[config.mk]
export PLATFORM = sky130hd
export DESIGN_NAME = intr_accept_unit
export DESIGN_NICKNAME = d
export VERILOG_FILES = /design/src/rtl/intr_pkg.sv /design/src/rtl/intr_ctrl.sv /design/src/rtl/intr_datapath.sv /design/src/rtl/intr_accept_unit.sv
export SDC_FILE = /design/constraint.sdc
export NUM_CORES = 1
export LEC_CHECK = 0
export BUFFER_PORTS_ARGS = -buffer_cell sky130_fd_sc_hd__buf_2
export CAP_MARGIN = 10
export CORE_MARGIN = 2
export CORE_UTILIZATION = 37
export DETAILED_ROUTE_END_ITERATION = 8
export GPL_ROUTABILITY_DRIVEN = 0
export MAX_ROUTING_LAYER = met4
export PLACE_DENSITY = 0.76
export SLEW_MARGIN = 20
export SYNTH_ARGS = -nofsm -noshare
export SYNTH_HDL_FRONTEND = slang
export SYNTH_SLANG_ARGS = --single-unit
[constraint.sdc]
create_clock -name clk -period 1.7 [get_ports clk]
set_clock_uncertainty 0.05 [all_clocks]
set_input_delay 0.085 -clock clk [delete_from_list [all_inputs] [get_ports clk]]
set_output_delay 0.085 -clock clk [all_outputs]
set_load 0.02 [all_outputs]
[src/rtl/intr_pkg.sv]
package intr_pkg;
  localparam int WORD_W = 16;
  localparam int LVL_W  = 3;
  localparam int CC_W   = 3;
  localparam int VEC_W  = 8;
  localparam int PRIV_BIT = 15;
  localparam int LVL_LO   = 8;
  localparam int LVL_HI   = LVL_LO + LVL_W - 1;
  localparam logic [WORD_W-1:0] STATUS_MASK  = 16'h8707;
  localparam logic [WORD_W-1:0] RESET_STATUS = 16'h0002;

  typedef struct packed {
    logic takeEn;
    logic ccEn;
    logic restoreEn;
  } strobe_t;
endpackage

[src/rtl/intr_ctrl.sv]
module intr_ctrl
  import intr_pkg::*;
(
  input  logic             boundary,
  input  logic             irqReq,
  input  logic [LVL_W-1:0] irqLevel,
  input  logic [LVL_W-1:0] curLevel,
  input  logic             ccWr,
  input  logic             restoreEn,
  output strobe_t          strobe
);
  logic outranks;
  assign outranks = irqLevel > curLevel;

  always_comb begin
    strobe.restoreEn = restoreEn;
    strobe.takeEn    = boundary && irqReq && outranks && !restoreEn;
    strobe.ccEn      = ccWr && !restoreEn;
  end
endmodule

[src/rtl/intr_datapath.sv]
module intr_datapath
  import intr_pkg::*;
#(
  parameter logic [WORD_W-1:0] VEC_BASE = 16'h0100
) (
  input  logic              clk,
  input  logic              rstN,
  input  strobe_t           strobe,
  input  logic [LVL_W-1:0]  irqLevel,
  input  logic [VEC_W-1:0]  irqVector,
  input  logic [WORD_W-1:0] pcIn,
  input  logic [WORD_W-1:0] ccResult,
  input  logic [WORD_W-1:0] restoreValue,
  output logic [LVL_W-1:0]  curLevel,
  output logic [WORD_W-1:0] statusOut,
  output logic [WORD_W-1:0] savedStatus,
  output logic [WORD_W-1:0] savedPc,
  output logic [WORD_W-1:0] vecAddr
);
  localparam int PAD_W = WORD_W - VEC_W;

  logic             privReg;
  logic [LVL_W-1:0] lvlReg;
  logic [CC_W-1:0]  ccReg;
  logic [CC_W-1:0]  ccNext;
  logic [WORD_W-1:0] restoreMasked;

  always_comb begin
    ccNext[2] = ccResult[WORD_W-1];
    ccNext[1] = (ccResult == '0);
    ccNext[0] = !ccResult[WORD_W-1] && (ccResult != '0);
  end

  assign restoreMasked = restoreValue & STATUS_MASK;

  always_comb begin
    statusOut = '0;
    statusOut[PRIV_BIT]      = privReg;
    statusOut[LVL_HI:LVL_LO] = lvlReg;
    statusOut[CC_W-1:0]      = ccReg;
  end

  assign curLevel = lvlReg;

  always_ff @(posedge clk) begin
    if (!rstN) begin
      privReg <= RESET_STATUS[PRIV_BIT];
      lvlReg  <= RESET_STATUS[LVL_HI:LVL_LO];
      ccReg   <= RESET_STATUS[CC_W-1:0];
    end else if (strobe.restoreEn) begin
      privReg <= restoreMasked[PRIV_BIT];
      lvlReg  <= restoreMasked[LVL_HI:LVL_LO];
      ccReg   <= restoreMasked[CC_W-1:0];
    end else begin
      if (strobe.takeEn) begin
        privReg <= 1'b0;
        lvlReg  <= irqLevel;
      end
      if (strobe.ccEn) ccReg <= ccNext;
    end
  end

  always_ff @(posedge clk) begin
    if (!rstN) begin
      savedStatus <= '0;
      savedPc     <= '0;
      vecAddr     <= '0;
    end else if (strobe.takeEn) begin
      savedStatus <= statusOut;
      savedPc     <= pcIn;
      vecAddr     <= VEC_BASE + {{PAD_W{1'b0}}, irqVector};
    end
  end
endmodule

[src/rtl/intr_accept_unit.sv]
module intr_accept_unit
  import intr_pkg::*;
#(
  parameter logic [15:0] VEC_BASE = 16'h0100
) (
  input  logic        clk,
  input  logic        rstN,
  input  logic        boundary,
  input  logic        irqReq,
  input  logic [2:0]  irqLevel,
  input  logic [7:0]  irqVector,
  input  logic [15:0] pcIn,
  input  logic        ccWr,
  input  logic [15:0] ccResult,
  input  logic        restoreEn,
  input  logic [15:0] restoreValue,
  output logic        takeIrq,
  output logic [15:0] savedStatus,
  output logic [15:0] savedPc,
  output logic [15:0] statusOut,
  output logic [15:0] vecAddr
);
  strobe_t          strobe;
  logic [LVL_W-1:0] curLevel;

  intr_ctrl u_ctrl (
    .boundary (boundary),
    .irqReq   (irqReq),
    .irqLevel (irqLevel),
    .curLevel (curLevel),
    .ccWr     (ccWr),
    .restoreEn(restoreEn),
    .strobe   (strobe)
  );

  intr_datapath #(.VEC_BASE(VEC_BASE)) u_dp (
    .clk         (clk),
    .rstN        (rstN),
    .strobe      (strobe),
    .irqLevel    (irqLevel),
    .irqVector   (irqVector),
    .pcIn        (pcIn),
    .ccResult    (ccResult),
    .restoreValue(restoreValue),
    .curLevel    (curLevel),
    .statusOut   (statusOut),
    .savedStatus (savedStatus),
    .savedPc     (savedPc),
    .vecAddr     (vecAddr)
  );

  assign takeIrq = strobe.takeEn;
endmodule

==> reports/summary.txt, run 1 <==
Slowest stage delay, CP = 350 ps
Worst slack, placed = -69.6 ps
Layout cell share with drive strength beyond 1 = 37.0%
Slowest CP cell = dfxtp_4
Final Cell Area = 0.00287 sq mm
Number of clock sinks = 39
Global-route wire length before repair = 7010 um
Hold WC Path Type = primary input to flop
Drt drc = 0
Commonest cells after routing, fill and taps aside = buf_2 (94), nand2_1 (68), dfxtp_1 (37)
Area delta synth->final = 48.7%
DP HPWL = 2860 um
CP Data Arrival Time = 1640 ps
Final max-slew violation count = 0
Post-layout power = 0.00204 W
Routed Wire Length = 4660 um
Crit Path Class = flop to output port
Final min period = 1780 ps
Top Family by Delay on Critical Path = flip-flops
Yosys cell types = 28
Largest cells by area after synthesis = dfxtp_1 (40%), mux2i_1 (18%), nand2_1 (13%)
Post-place instance area = 0.00239 sq mm
DR vias/cell = 4.28
# nets final = 405
Max_cap viols = 0
Crit-path cells = inv_2 -> ha_4 -> nor2b_4 -> o311ai_4 -> nor3_4 -> buf_12 -> buf_8
Worst Reg-to-Reg Cells = 8
Routed WL per cell = 11.4 um
GRT overflow = 0
Synthesized area = 0.00193 sq mm
Setup crit start kind = flop
Initial antenna violation count = 0
Commonest non-fill, non-tap cell in the layout = buf_2
Critical path origin = u_dp.curLevel[1]
Root Driver = clkbuf_8
Remaining antenna violation count = 0
Clock Path Buffers = 2
Critical path endpoint category = output port
Initial Utilization = 38.0%
Worst path depth = 7
Pwr per Cell Area = 709 mW/mm^2
Fin. Hold Viols = 0
Fmax = 0.562 GHz
Worst path bufs/invs = 3
Fillers = 462
Vias = 1,746
Full die area = 0.00581 sq mm
Row Count = 26
Finish-stage setup viols = 30
Syn Inst Count = 216
Failing checks = negative setup slack
Worst setup margin = -78.0 ps
Syn avg cell area = 8.94 sq um
Drt pass-1 iters = 4
Min-Delay Startpoint = pcIn[2]
Req. time, crit path = 1560 ps
Vias in the first global route = 1,546
Sequential area share after synthesis = 40.4%
Die Wd = 76.2 um
# IOs = 130
LEAKAGE = 1.35 nW
Die H = 76.2 um
Seq cells post-synth = 39
Setup slack, reg-to-reg = -60 ps
# diodes = 0
Core footprint = 0.00507 sq mm
Clock transition at path regs = 70 ps
FF-to-FF End = u_dp.savedPc[7]
Worst hold slack = 13.1 ps
Cts bufs inserted = 5
Largest net degree at the start of global routing = 72
Worst setup path end = takeIrq
H-tree Lvls = 2
Tot GR Track Use = 15.5%
RSZ-0062 raised after global routing = yes
Worst IR drop on VDD = 0.364 mV
Dominant cell type by area after synthesis = dfxtp_1
Synth top area share = 40.4%
Status = finished, violations left
Yosys warnings = 0
CTS tree = done
I/O Buffers = 95
DRT iter0 DRCs = 41
CP max FO = 3
Worst-skew pair later-pin latency = 290 ps
RR Startpoint = u_dp.curLevel[1]
Fin crit share = 105%
## cell type report
cell class                 count  area [sq um]  area share, %
multi-input combinational    159          1010           35.1
timing repair buffer         129           896           31.2
sequential                    39           786           27.4
tap                           70          87.6           3.05
clock buffer                   7          76.3           2.66
inverter                       3          11.3          0.392
clock inverter                 1          5.00          0.174
## per-layer routing
metal | track usage (%) | vias up | part of all wire [%] | routed length, um
met2 | 28.1 | 72 | 52 | 2430
li1 | - | 894 | - | -
met1 | 16.7 | 773 | 41 | 1920
met3 | 3.91 | 7 | 5.9 | 277
met4 | 4.36 | 0 | 0.86 | 40
met5 | - | - | 0 | 0
## synth_stat cells
cell,count
nand2_1,68
dfxtp_1,39
mux2i_1,35
buf_4,26
clkbuf_1,8
buf_6,4
nor4_1,4
o21ai_1,4
ha_1,3
inv_1,3
and2_1,2
mux2_2,2
nand3_1,2
nor2b_1,2
a211oi_1,1
a21oi_1,1
and4_1,1
buf_2,1
conb_1,1
mux2_1,1
nor2_1,1
nor2b_4,1
nor3_2,1
nor3b_1,1
o21a_1,1
o21ai_0,1
o21bai_1,1
o311ai_4,1
## what timing repair did
action,4_1_cts,5_1_grt
pin swaps,3,2
setup buffers,5,0
gates resized for setup,7,6
setup endpoints to repair,22,34
hold buffers,21,1
gates cloned,1,2
endpoints found under the hold margin,21,1
## per-stage QoR
stage	utilization (%)	instances	setup TNS, ps
after floorplan	-	240	-14.5
after global placement	47.0	370	0
after detailed placement	47.0	370	-715
after CTS	54.6	405	-2730
after global routing	56.6	408	-4890
final	56.6	408	-1010
## sequential cells by signal (all words and copies together) (netlist names)
signal            count
u_dp.vecAddr          9
u_dp.savedStatus      7
u_dp.privReg          1
u_dp.savedPc         16
u_dp.curLevel         3
u_dp.ccReg            3
## power by group
group	internal [W]	switching, W
combinational	0.000227	0.000254
clock	0.000288	0.000301
sequential	0.000948	0.0000186
## worst register-to-register path, stage by stage, from the launching register on
cell       delay, ps
dfxtp_4          350
inv_2             40
ha_4             250
nor2b_4          150
o311ai_4         110
nor3_4           210
buf_6            190
clkbuf_16        160
mux2i_1          180
## cells by family (layout without fill, tap and decap cells)
kind of cell               Yosys count  in the layout  synth area share (%)
muxes                               38             38                  19.9
and+or+nand+nor                     83             83                  18.6
AOI/OAI and AO/OA                   10             10                  4.08
other                                1             25                 0.194
buffers and inverters               42            140                  14.8
adders and majority gates            3              3                  1.94
DFF                                 39             39                  40.4
## worst min-delay path by stage
| stage | depth (start not counted) | slack, ps | endpoint |
|---|---|---|---|
| 2_1_floorplan | 2 | 180 | u_dp.curLevel[0] |
| 3_3_place_gp | 3 | 280 | u_dp.savedPc[12] |
| 3_5_place_dp | 3 | 290 | u_dp.vecAddr[5] |
| 4_1_cts | 3 | 2 | u_dp.vecAddr[3] |
| 5_1_grt | 3 | 10 | u_dp.vecAddr[1] |
| 6_report | 3 | 10 | u_dp.savedPc[2] |
Note: power is estimated with default switching activity, not from simulation.
==> run 2: changes to the inputs <==
--- a/config.mk
+++ b/config.mk
@@ -12,8 +12,9 @@
 export DETAILED_ROUTE_END_ITERATION = 8
 export GPL_ROUTABILITY_DRIVEN = 0
 export MAX_ROUTING_LAYER = met4
-export PLACE_DENSITY = 0.76
+export PLACE_DENSITY = 0.77
 export SLEW_MARGIN = 20
 export SYNTH_ARGS = -nofsm -noshare
 export SYNTH_HDL_FRONTEND = slang
+export SYNTH_HIERARCHICAL = 1
 export SYNTH_SLANG_ARGS = --single-unit
==> run 2 against run 1 <==
  * The flow still finishes with violations (negative setup slack)
  * Count of clock-buffer cells in the layout decreased by 1
  * Worst setup slack improved by 26 ps
  * Sequential power is essentially flat
  * Final cell count fell by 11%
  * Critical path depth is 3 higher
  * First-iteration DRC count rose by 56%
  * Clock power is 4.4% lower
  * Power decreased by 5.2%
  * Critical path type is now flop to flop
  * Largest power group unchanged
  * Highest routed layer unchanged
==> reports/summary.txt, run 2 <==
Most common cell in the netlist = dfxtp_1
Global-route wire length before repair = 6160 um
Crit Path Class = flop to flop
Synthesized area = 0.00191 sq mm
Worst-skew pair later-pin latency = 280 ps
CP Data Arrival Time = 1870 ps
Root Driver = clkbuf_8
Remaining antenna violation count = 0
Drt pass-1 iters = 5
# IOs = 130
Number of clock sinks = 39
Vias = 1,561
Core footprint = 0.00504 sq mm
RSZ-0062 raised after global routing = yes
Initial Utilization = 37.8%
Fmax = 0.571 GHz
Area delta synth->final = 39.8%
Dominant cell type by area after synthesis = dfxtp_1
Routed WL per cell = 11.6 um
DRT iter0 DRCs = 64
Status = finished, violations left
Full die area = 0.00574 sq mm
Sequential area share after synthesis = 40.9%
Routed Wire Length = 4190 um
Row Count = 26
Syn avg cell area = 10.1 sq um
Seq cells post-synth = 39
Post-place instance area = 0.00240 sq mm
Finish-stage setup viols = 22
Worst hold slack = 10.7 ps
Hold WC Path Type = primary input to flop
Syn Inst Count = 188
Cts bufs inserted = 5
Commonest non-fill, non-tap cell in the layout = buf_2
Die H = 75.8 um
Req. time, crit path = 1820 ps
Commonest cells after routing, fill and taps aside = buf_2 (94), dfxtp_1 (36), nor2b_1 (33)
Placed insts = 349
Biggest regs = u_dp/savedPc (16), u_dp/vecAddr (9), u_dp/savedStatus (7)
LEAKAGE = 1.20 nW
Critical path endpoint category = flop
CP max FO = 5
Fin crit share = 103%
Worst setup margin = -52.3 ps
Synth top area share = 40.9%
I/O Buffers = 95
Largest net degree at the start of global routing = 27
Clock transition at path regs = 70 ps
Layout cell share with drive strength beyond 1 = 46.9%
CTS tree = done
Number of enable flip-flop cells after synthesis = 0
Hold_buf cts = 0
Final min period = 1750 ps
Die Wd = 75.8 um
Fillers = 472
# diodes = 0
Max FFs per register = 16
Post-synth top cells = dfxtp_1 (39), mux2i_1 (35), nor2b_1 (33)
Pwr per Cell Area = 724 mW/mm^2
Final max-slew violation count = 0
DR vias/cell = 4.31
Largest cells by area after synthesis = dfxtp_1 (41%), mux2i_1 (18%), buf_4 (12%)
# nets final = 361
Main synth FF type = dfxtp_1
Worst IR drop on VDD = 0.379 mV
Max_cap viols = 0
Yosys cell types = 27
Initial antenna violation count = 0
Vias in the first global route = 1,366
DP HPWL = 3110 um
Setup crit start kind = flop
Final Non-Filler Cells = 362
Worst slack, placed = -103 ps
Fin. Hold Viols = 0
Drt drc = 0
Most flops, register = u_dp/savedPc
Post-layout power = 0.00193 W
Yosys warnings = 6
Asr flop ratio synth = 0%
Final Cell Area = 0.00267 sq mm
Failing checks = negative setup slack
H-tree Lvls = 2
Clock Path Buffers = 2
GRT overflow = 0
Tot GR Track Use = 14.7%
[run 2: changes by cell type after synthesis, moves of 2 or more]
cell / before / now
o21ai_0: 1 / 5
nand2_1: 68 / 6
nand2b_1: 0 / 2
nor4_2: 0 / 4
and2_1: 2 / 4
nor2b_1: 2 / 33
clkbuf_1: 8 / 3
nor4_1: 4 / 0
o21ai_1: 4 / 0
mux2_2: 2 / 0
buf_4: 26 / 31
[run 2: report_power, final]
part / total [W] / switching, W / internal, W
Combinational: 0.000405 / 0.000217 / 0.000188
Clock: 0.000562 / 0.000289 / 0.000273
Sequential: 0.000964 / 0.0000174 / 0.000946
[run 2: what timing repair did]
action	CTS	global route
endpoints found under the setup margin	35	36
resized for setup	16	9
setup buffers	5	0
pin swaps	3	1
gates cloned	1	1
[run 2: path summary, 6_finish.rpt]
kind / from / to / slack, ps / cells past startpoint
hold / removal: pcIn[14] / u_dp/savedPc[14] / 10 / 3
setup reg to reg: u_dp/curLevel[2] / u_dp/vecAddr[2] / -50 / 10
setup / recovery: u_dp/curLevel[2] / u_dp/vecAddr[2] / -50 / 10
hold reg to reg: u_dp/vecAddr[8] / u_dp/vecAddr[8] / 430 / 1
[run 2: per-layer routing]
layer,part of all wire (%),GRT usage [%],vias up,wire (um)
met5,0,-,-,0
met3,6.2,3.70,2,261
li1,-,-,775,-
met1,41,17.0,729,1700
met4,0.81,5.85,0,34
met2,52,24.2,55,2190
[run 2: area by class of cell]
class	count	area, sq um	area share (%)
clock buffers	6	72.6	2.72
inverters	4	15.0	0.563
multi-input cells	130	983	36.9
repair buffers	113	722	27.1
well taps	70	87.6	3.29
flip-flops and latches	39	785	29.4
[run 2: logic make-up after synthesis]
logic type,share of synthesized area (%)
adder cells (fa/ha/maj),1.97
other,0.197
AO/OA/AOI/OAI,4.00
buffers and inverters,15.9
flip-flops,40.9
multiplexers,18.4
AND/OR/NAND/NOR,18.6
[run 2: per-stage QoR]
step	TNS [ps]	util, %
2_1_floorplan	-3440	-
3_3_place_gp	-793	47.6
3_5_place_dp	-1990	47.6
4_1_cts	-757	51.8
5_1_grt	-4240	52.9
6_report	-545	52.9
[run 2: worst max-delay path, stage by stage, from the launching register on]
cell and delay, ps:
dfxtp_2 330, inv_2 40, ha_4 220, nand3_2 70, nand4b_1 140, a21oi_4 170, buf_6 120, buf_12 120
buf_12 120, mux2i_2 190, nor2b_1 60
